===== config.mk =====
export PLATFORM = sky130hd
export DESIGN_NAME = fetch_gate
export DESIGN_NICKNAME = d
export VERILOG_FILES = /design/src/rtl/fetch_gate_pkg.sv /design/src/rtl/fg_op_decode.sv /design/src/rtl/fg_conf_counter.sv /design/src/rtl/fg_thresh_reg.sv /design/src/rtl/fg_stall_cmp.sv /design/src/rtl/fetch_gate.sv
export SDC_FILE = /design/constraint.sdc
export NUM_CORES = 1
export LEC_CHECK = 0
export ABC_CLOCK_PERIOD_IN_PS = 3080
export BUFFER_PORTS_ARGS = -buffer_cell sky130_fd_sc_hd__buf_2
export CORE_AREA = 2 2 39 41
export CTS_CLUSTER_DIAMETER = 50
export DETAILED_ROUTE_END_ITERATION = 6
export DIE_AREA = 0 0 41 43
export GPL_ROUTABILITY_DRIVEN = 0
export PLACE_DENSITY = 0.65
export SETUP_SLACK_MARGIN = 0.05
export SKIP_CTS_REPAIR_TIMING = 1
export SLEW_MARGIN = 20
export SYNTH_ARGS = -nofsm -noshare
export SYNTH_HDL_FRONTEND = slang
export SYNTH_SLANG_ARGS = --single-unit

===== constraint.sdc =====
create_clock -name clk_i -period 3.08 [get_ports clk_i]
set_input_delay 0 -clock clk_i [delete_from_list [all_inputs] [get_ports clk_i]]
set_output_delay 0 -clock clk_i [all_outputs]
set_load 0.01 [all_outputs]

===== src/rtl/fetch_gate_pkg.sv =====
package fetch_gate_pkg;
  typedef enum logic [1:0] {
    CNT_HOLD = 2'd0,
    CNT_INC  = 2'd1,
    CNT_DEC  = 2'd2,
    CNT_CLR  = 2'd3
  } cnt_op_e;
endpackage


===== src/rtl/fg_op_decode.sv =====
module fg_op_decode
  import fetch_gate_pkg::*;
(
  input  logic    dec_valid_i,
  input  logic    dec_lowconf_i,
  input  logic    res_valid_i,
  input  logic    res_lowconf_i,
  input  logic    flush_i,
  output cnt_op_e op_o
);
  logic inc, dec;
  assign inc = dec_valid_i & dec_lowconf_i;
  assign dec = res_valid_i & res_lowconf_i;

  always_comb begin
    if (flush_i)          op_o = CNT_CLR;
    else if (inc && !dec) op_o = CNT_INC;
    else if (dec && !inc) op_o = CNT_DEC;
    else                  op_o = CNT_HOLD;
  end
endmodule


===== src/rtl/fg_conf_counter.sv =====
module fg_conf_counter
  import fetch_gate_pkg::*;
#(
  parameter int CNT_W = 3
) (
  input  logic             clk_i,
  input  logic             rst_ni,
  input  cnt_op_e          op_i,
  output logic [CNT_W-1:0] cnt_o
);
  localparam logic [CNT_W-1:0] CntMax = {CNT_W{1'b1}};

  logic [CNT_W-1:0] cnt_q;

  always_ff @(posedge clk_i or negedge rst_ni) begin
    if (!rst_ni) cnt_q <= '0;
    else begin
      unique case (op_i)
        CNT_CLR:  cnt_q <= '0;
        CNT_INC:  if (cnt_q != CntMax) cnt_q <= cnt_q + 1'b1;
        CNT_DEC:  if (cnt_q != '0)     cnt_q <= cnt_q - 1'b1;
        default:  cnt_q <= cnt_q;
      endcase
    end
  end

  assign cnt_o = cnt_q;


  sat_top_chk: assert property (@(posedge clk_i) disable iff (!rst_ni)
    (op_i == CNT_INC && cnt_q == CntMax) |=> cnt_q == CntMax);

  sat_zero_chk: assert property (@(posedge clk_i) disable iff (!rst_ni)
    (op_i == CNT_DEC && cnt_q == '0) |=> cnt_q == '0);

  flush_clr_chk: assert property (@(posedge clk_i) disable iff (!rst_ni)
    op_i == CNT_CLR |=> cnt_q == '0);
endmodule


===== src/rtl/fg_thresh_reg.sv =====
module fg_thresh_reg #(
  parameter int              CNT_W   = 3,
  parameter logic [CNT_W-1:0] THR_RST = 3'd2
) (
  input  logic             clk_i,
  input  logic             rst_ni,
  input  logic             wr_i,
  input  logic [CNT_W-1:0] data_i,
  output logic [CNT_W-1:0] thr_o
);
  always_ff @(posedge clk_i or negedge rst_ni) begin
    if (!rst_ni)   thr_o <= THR_RST;
    else if (wr_i) thr_o <= data_i;
  end


  thr_load_chk: assert property (@(posedge clk_i) disable iff (!rst_ni)
    wr_i |=> thr_o == $past(data_i));

  thr_hold_chk: assert property (@(posedge clk_i) disable iff (!rst_ni)
    !wr_i |=> $stable(thr_o));
endmodule


===== src/rtl/fg_stall_cmp.sv =====
module fg_stall_cmp #(
  parameter int CNT_W = 3
) (
  input  logic             clk_i,
  input  logic             rst_ni,
  input  logic [CNT_W-1:0] cnt_i,
  input  logic [CNT_W-1:0] thr_i,
  output logic             stall_o
);
  always_ff @(posedge clk_i or negedge rst_ni) begin
    if (!rst_ni) stall_o <= 1'b0;
    else         stall_o <= (cnt_i > thr_i);
  end


  stall_lag_chk: assert property (@(posedge clk_i) disable iff (!rst_ni)
    (cnt_i > thr_i) |=> stall_o);

  stall_off_chk: assert property (@(posedge clk_i) disable iff (!rst_ni)
    (cnt_i <= thr_i) |=> !stall_o);
endmodule


===== src/rtl/fetch_gate.sv =====
module fetch_gate
  import fetch_gate_pkg::*;
#(
  parameter int               CNT_W   = 3,
  parameter logic [CNT_W-1:0] THR_RST = 3'd2
) (
  input  logic             clk_i,
  input  logic             rst_ni,
  input  logic             dec_valid_i,
  input  logic             dec_lowconf_i,
  input  logic             res_valid_i,
  input  logic             res_lowconf_i,
  input  logic             flush_i,
  input  logic             thr_wr_i,
  input  logic [CNT_W-1:0] thr_data_i,
  output logic [CNT_W-1:0] count_o,
  output logic             stall_o
);
  cnt_op_e          op;
  logic [CNT_W-1:0] thr;

  fg_op_decode u_op (
    .dec_valid_i  (dec_valid_i),
    .dec_lowconf_i(dec_lowconf_i),
    .res_valid_i  (res_valid_i),
    .res_lowconf_i(res_lowconf_i),
    .flush_i      (flush_i),
    .op_o         (op)
  );

  fg_conf_counter #(.CNT_W(CNT_W)) u_cnt (
    .clk_i (clk_i),
    .rst_ni(rst_ni),
    .op_i  (op),
    .cnt_o (count_o)
  );

  fg_thresh_reg #(.CNT_W(CNT_W), .THR_RST(THR_RST)) u_thr (
    .clk_i (clk_i),
    .rst_ni(rst_ni),
    .wr_i  (thr_wr_i),
    .data_i(thr_data_i),
    .thr_o (thr)
  );

  fg_stall_cmp #(.CNT_W(CNT_W)) u_stall (
    .clk_i  (clk_i),
    .rst_ni (rst_ni),
    .cnt_i  (count_o),
    .thr_i  (thr),
    .stall_o(stall_o)
  );


  hiconf_hold_chk: assert property (@(posedge clk_i) disable iff (!rst_ni)
    (!flush_i && !(dec_valid_i && dec_lowconf_i) && !(res_valid_i && res_lowconf_i))
      |=> $stable(count_o));

  inc_dec_hold_chk: assert property (@(posedge clk_i) disable iff (!rst_ni)
    (!flush_i && dec_valid_i && dec_lowconf_i && res_valid_i && res_lowconf_i)
      |=> $stable(count_o));

  inc_step_chk: assert property (@(posedge clk_i) disable iff (!rst_ni)
    (!flush_i && dec_valid_i && dec_lowconf_i && !res_valid_i && count_o != {CNT_W{1'b1}})
      |=> count_o == $past(count_o) + 1'b1);

  dec_step_chk: assert property (@(posedge clk_i) disable iff (!rst_ni)
    (!flush_i && res_valid_i && res_lowconf_i && !dec_valid_i && count_o != '0)
      |=> count_o == $past(count_o) - 1'b1);
endmodule


Word-level counts from Yosys, hierarchy flattened
Cells that the tools add are included.
- register bits: 7
- input port bits: 11
- output and inout port bits: 4
- add/sub/neg operators: 2
- bitwise logic cells: 2
- eq/ne operators: 6
- order comparisons: 1
- reductions and logical operators: 7
- muxes and demuxes: 6
- operator list (operator ; count):
    $pmux 3 s3 ; 1
    $mux 2 ; 3
    $mux 3 ; 2
    $reduce_bool 3->1 ; 2
    $eq 2x2->1 const B ; 2
    $ne 2x1->1 const B ; 2
    $add 3x1->3 const B ; 1
    $gt 3x3->1 ; 1
    $ne 3x3->1 const B ; 1
    $reduce_and 3->1 ; 1
    $sub 3x1->3 const B ; 1
    $and 1x1->1 ; 2
    $eq 2x1->1 const B ; 1
    $logic_and 1x1->1 ; 2
    $logic_not 1->1 ; 2

Longest topological paths before layout
- word-level depth: 9
- gate-level depth with buffers: 9
- gate-level depth less buffers: 9

By module
A second synthesis with hierarchy kept.
- cells, all modules: 47
- area total of the unflattened synthesis: 486.7 um^2
- modules (own cells, without submodules) (module ; cells an instance ; area each (um^2) ; times used):
    fg_conf_counter ; 26 ; 254.0 ; 1
    fg_thresh_reg ; 6 ; 110.1 ; 1
    fg_stall_cmp ; 11 ; 97.6 ; 1
    fg_op_decode ; 4 ; 25.0 ; 1

Worst setup path after synthesis
No wires, ideal clock.
- path type: register to register
- from: register u_cnt.cnt_q[0], in the netlist u_cnt.cnt_o[0]
- to: register u_cnt.cnt_q[2], in the netlist u_cnt.cnt_o[2]
- cell stages (with the launch flop): 6
- data required time: 3.000 ns
- path buffers: 0
- setup slack: 1.541 ns
- clock period less this slack: 1.539 ns
- data arrival time: 1.460 ns
- cell sequence: dfrtp_1 > inv_1 > fa_1 > xor2_1 > nor4_1 > a2bb2oi_1
- word-level cells in the longest chain between the ends: 3
- elaborated cells between the ends (all ways): 10
- RTL lines (item ; line ; text):
    start: declaration ; fg_conf_counter.sv:13 ; logic [CNT_W-1:0] cnt_q;
    start signal: assignment ; fg_conf_counter.sv:20 ; CNT_INC: if (cnt_q != CntMax) cnt_q <= cnt_q + 1'b1;
    start signal: assignment ; fg_conf_counter.sv:21 ; CNT_DEC: if (cnt_q != '0) cnt_q <= cnt_q - 1'b1;
    start signal: assignment ; fg_conf_counter.sv:22 ; default: cnt_q <= cnt_q;
    $sub 3x1->3 (tied with other cells) ; fg_conf_counter.sv:21 ;
    $mux 3 (tied with other cells) ; fg_conf_counter.sv:21 ;
    $pmux 3 s3 / $reduce_and 3->1 (equally long branches) ; -- ;
Parallel ways exist; a longest one is shown, timed or not. The select of a mux whose other input is x is not followed.
A chain may end at the register's enable or synchronous reset.

Worst setup path after layout
Same ends and word-level chain as after synthesis.

==> run_results.csv <==
group,metric,value,unit
clock_network,cts_tree,"done",
floorplan,die_w,41,um
clock_network,clock-sinks,7,
clock_network,cts_buffers,3,
timing,fin_skew,0.00354,ns
floorplan,io_pins,15,
synthesis,ys_ff_latch,7,
clock_network,clk_pin_slew_worst_paths,0.05,ns
timing,final_max_slew_viol_count,0,
global_routing,grt.total_usage,0.125,
setup_path,worstSetupPathType,"reg -> reg",
cells_and_area,drive_above_1_share,0.290,
global_routing,grt_overflow,0,
drt,drtPass1Iterations,4,
floorplan,core-area,1380,um2
synthesis,synth_fp_nets,64,
drt,wl_met2,453,um
power_and_ir_drop,power.share.switching,0.364,
setup_path,regToRegSetupSlack,1.48,ns
setup_path,cp-end-kind,"flop",
power_and_ir_drop,comb_power_share,0.395,
synthesis,syn_avg_cell_area,10.3,um2
power_and_ir_drop,clockPowerShare,0.213,
timing,finalCritPeriodShare,0.520,
drt,via_count,410,
min_path,hp-class,"in -> reg",
synthesis,synthXorXnorAreaFrac,0.0185,
drt,drt-total-wl,900,um
synthesis,synth.distinct_cells,22,
drt,drc_errors,0,
cells_and_area,antenna_cells,0,
drt,drt-vias-per-instance,4.82,
drt,route.met3.wl,53,um
run_status,violations,"hold timing",
clock_network,clkLatencyLatePin,0.25,ns
power_and_ir_drop,p_sw,139,uW
global_routing,grt_max_degree,8,
timing,maxSlewHeadroom,0.783,
timing,rsz0062_at_grt,"no",
synthesis,synth_top_family_by_area,"adder cells",
drt,ant_nets,0,
synthesis,synthSimpleGateAreaFrac,0.137,
clock_network,clock_path_buffers,2,
timing,worstMarginPinSlew,0.321,ns
power_and_ir_drop,irDropWorstVdd,0.000298,V
drt,highest_layer,"met4",
timing,setup_viol,0,
power_and_ir_drop,intPower,243,uW
global_routing,antenna_found_initial,0,
power_and_ir_drop,p_leak,0.000324,uW
synthesis,synthMuxAreaShare,0.0237,
setup_path,cp.arrival,1.77,ns
synthesis,synth_area,474,um2
power_and_ir_drop,power_frac_seq,0.391,
synthesis,yosysSeqAreaShare,0.372,
setup_path,start_kind,"flop",
drt,wire_per_inst,10.6,um
placed_design,dp_hpwl,677,um
floorplan,core.rowCount,14,
clock_network,cts-root-buf,"clkbuf_4",
synthesis,synth_compound_area_frac,0.177,
setup_path,critPathMaxFanout,5,
global_routing,grt_pass1_vias,365,
synthesis,synth_cells,46,
cells_and_area,nNetsFinal,88,
setup_path,cp.required,3.25,ns
job,drv_cap,0,
floorplan,die_area,1760,um2
run_status,status,"finished with violations",
cells_and_area,area_growth,35.1,%
floorplan,floorplan.initialDensity,0.343,
drt,drtIter0Drc,5,
timing,max_freq,0.624,GHz
power_and_ir_drop,p_per_area,597,nW/um2
power_and_ir_drop,power,383,uW
drt,wl_met1,358,um
clock_network,ctsHtreeMaxLevel,1,
timing,period_minus_slack,1.60,ns
timing,hold_violations,1,
timing,final.setup.tns,0,ns
placed_design,io_buffers,14,
synthesis,synth_fa_ha_area_frac,0.201,
synthesis,yosys_warnings,0,
global_routing,grt_pass1_wl,1.41,mm
floorplan,dieHeight,43,um
cells_and_area,fillCellCount,134,
timing,whs,-0.0255,ns
==> power by group through the flow <==
stage               Sequential (uW)  Clock (uW)  Combinational, uW
finish                          150        81.7                151
global route                    155        92.0                172
CTS                             151        85.7                149
detailed placement              152           0                147
global placement                149           0                146
floorplan                       157           0               88.0
==> worst paths after layout <==
kind,cells past startpoint,start,end
min in group asynchronous,2,rst_ni,u_stall.stall_o
worst min-delay path,3,thr_data_i[1],u_thr.thr_o[1]
worst max register to register,5,u_cnt.cnt_o[0],u_cnt.cnt_o[2]
max in group asynchronous,2,rst_ni,u_thr.thr_o[1]
worst max-delay path,5,u_cnt.cnt_o[0],u_cnt.cnt_o[2]
worst min register to register,1,u_thr.thr_o[0],u_thr.thr_o[0]
==> area by class of cell <==
class	count	area [um2]	area share
timing repair buffer	19	120	0.187
multi-input combinational	30	264	0.412
inverter	9	33.8	0.0527
tap	16	20.0	0.0313
clock buffer	4	26.3	0.0410
sequential	7	176	0.275
==> layer usage <==
layer / up-vias / GRT usage
li1: 209 / -
met1: 182 / 0.140
met2: 14 / 0.178
met3: 5 / 0.0314
met4: 0 / 0.120
met5: - / 0
==> critical path, cell delays in order (launching register included) <==
cell and delay (ns):
dfrtp_1 0.43, inv_1 0.12, fa_1 0.44, xor2_1 0.17, nor4_1 0.18, a2bb2oi_1 0.18
==> synth_stat cells (all sizes together) <==
master,instances,area (um2)
a31o,2,17.5
o41ai,1,8.76
and3,1,6.26
a2bb2oi,1,8.76
nor4b,1,23.8
a211oi,1,7.51
a21boi,1,7.51
inv,9,33.8
dfstp,1,26.3
a32oi,1,8.76
ha,6,75.1
o21ai,5,25.0
nand2,4,15.0
nor2b,1,6.26
xor2,1,8.76
mux2,1,11.3
fa,1,20.0
or4,1,7.51
dfrtp,6,150
nor4,1,6.26
==> through the flow <==
stage | std cells | cell area (um2) | util | setup WS (ns)
2_1_floorplan | 46 | 474 | - | 1.54
3_3_place_gp | 76 | 564 | 0.408 | 1.36
3_5_place_dp | 76 | 564 | 0.408 | 1.35
4_1_cts | 80 | 591 | 0.427 | 1.45
5_1_grt | 85 | 641 | 0.463 | 1.37
6_report | 85 | 641 | 0.463 | 1.48
==> cell usage in the layout (no fill, tap or decap), types with 2 or more instances in the layout <==
| cell type | Yosys | routed |
|---|---|---|
| dlygate4sd3_1 | 0 | 5 |
| buf_2 | 0 | 14 |
| inv_1 | 9 | 9 |
| ha_1 | 6 | 6 |
| clkbuf_4 | 0 | 3 |
| nand2_1 | 4 | 4 |
| o21ai_0 | 3 | 3 |
| o21ai_1 | 2 | 2 |
| dfrtp_1 | 6 | 6 |
==> logic make-up (layout without fill, tap and decap cells) <==
| logic type | after synthesis | in the layout |
|---|---|---|
| AO/OA/AOI/OAI | 12 | 12 |
| XOR/XNOR | 1 | 1 |
| adder cells (fa/ha/maj) | 7 | 7 |
| buffers and inverters | 9 | 32 |
| flip-flops | 7 | 7 |
| multiplexers | 1 | 1 |
| AND/OR/NAND/NOR | 9 | 9 |
==> registers in the layout (all words and copies together), names as in the netlist <==
name             cells
u_cnt.cnt_o          3
u_stall.stall_o      1
u_thr.thr_o          3
No activity file was read; power rests on OpenSTA's default activity.
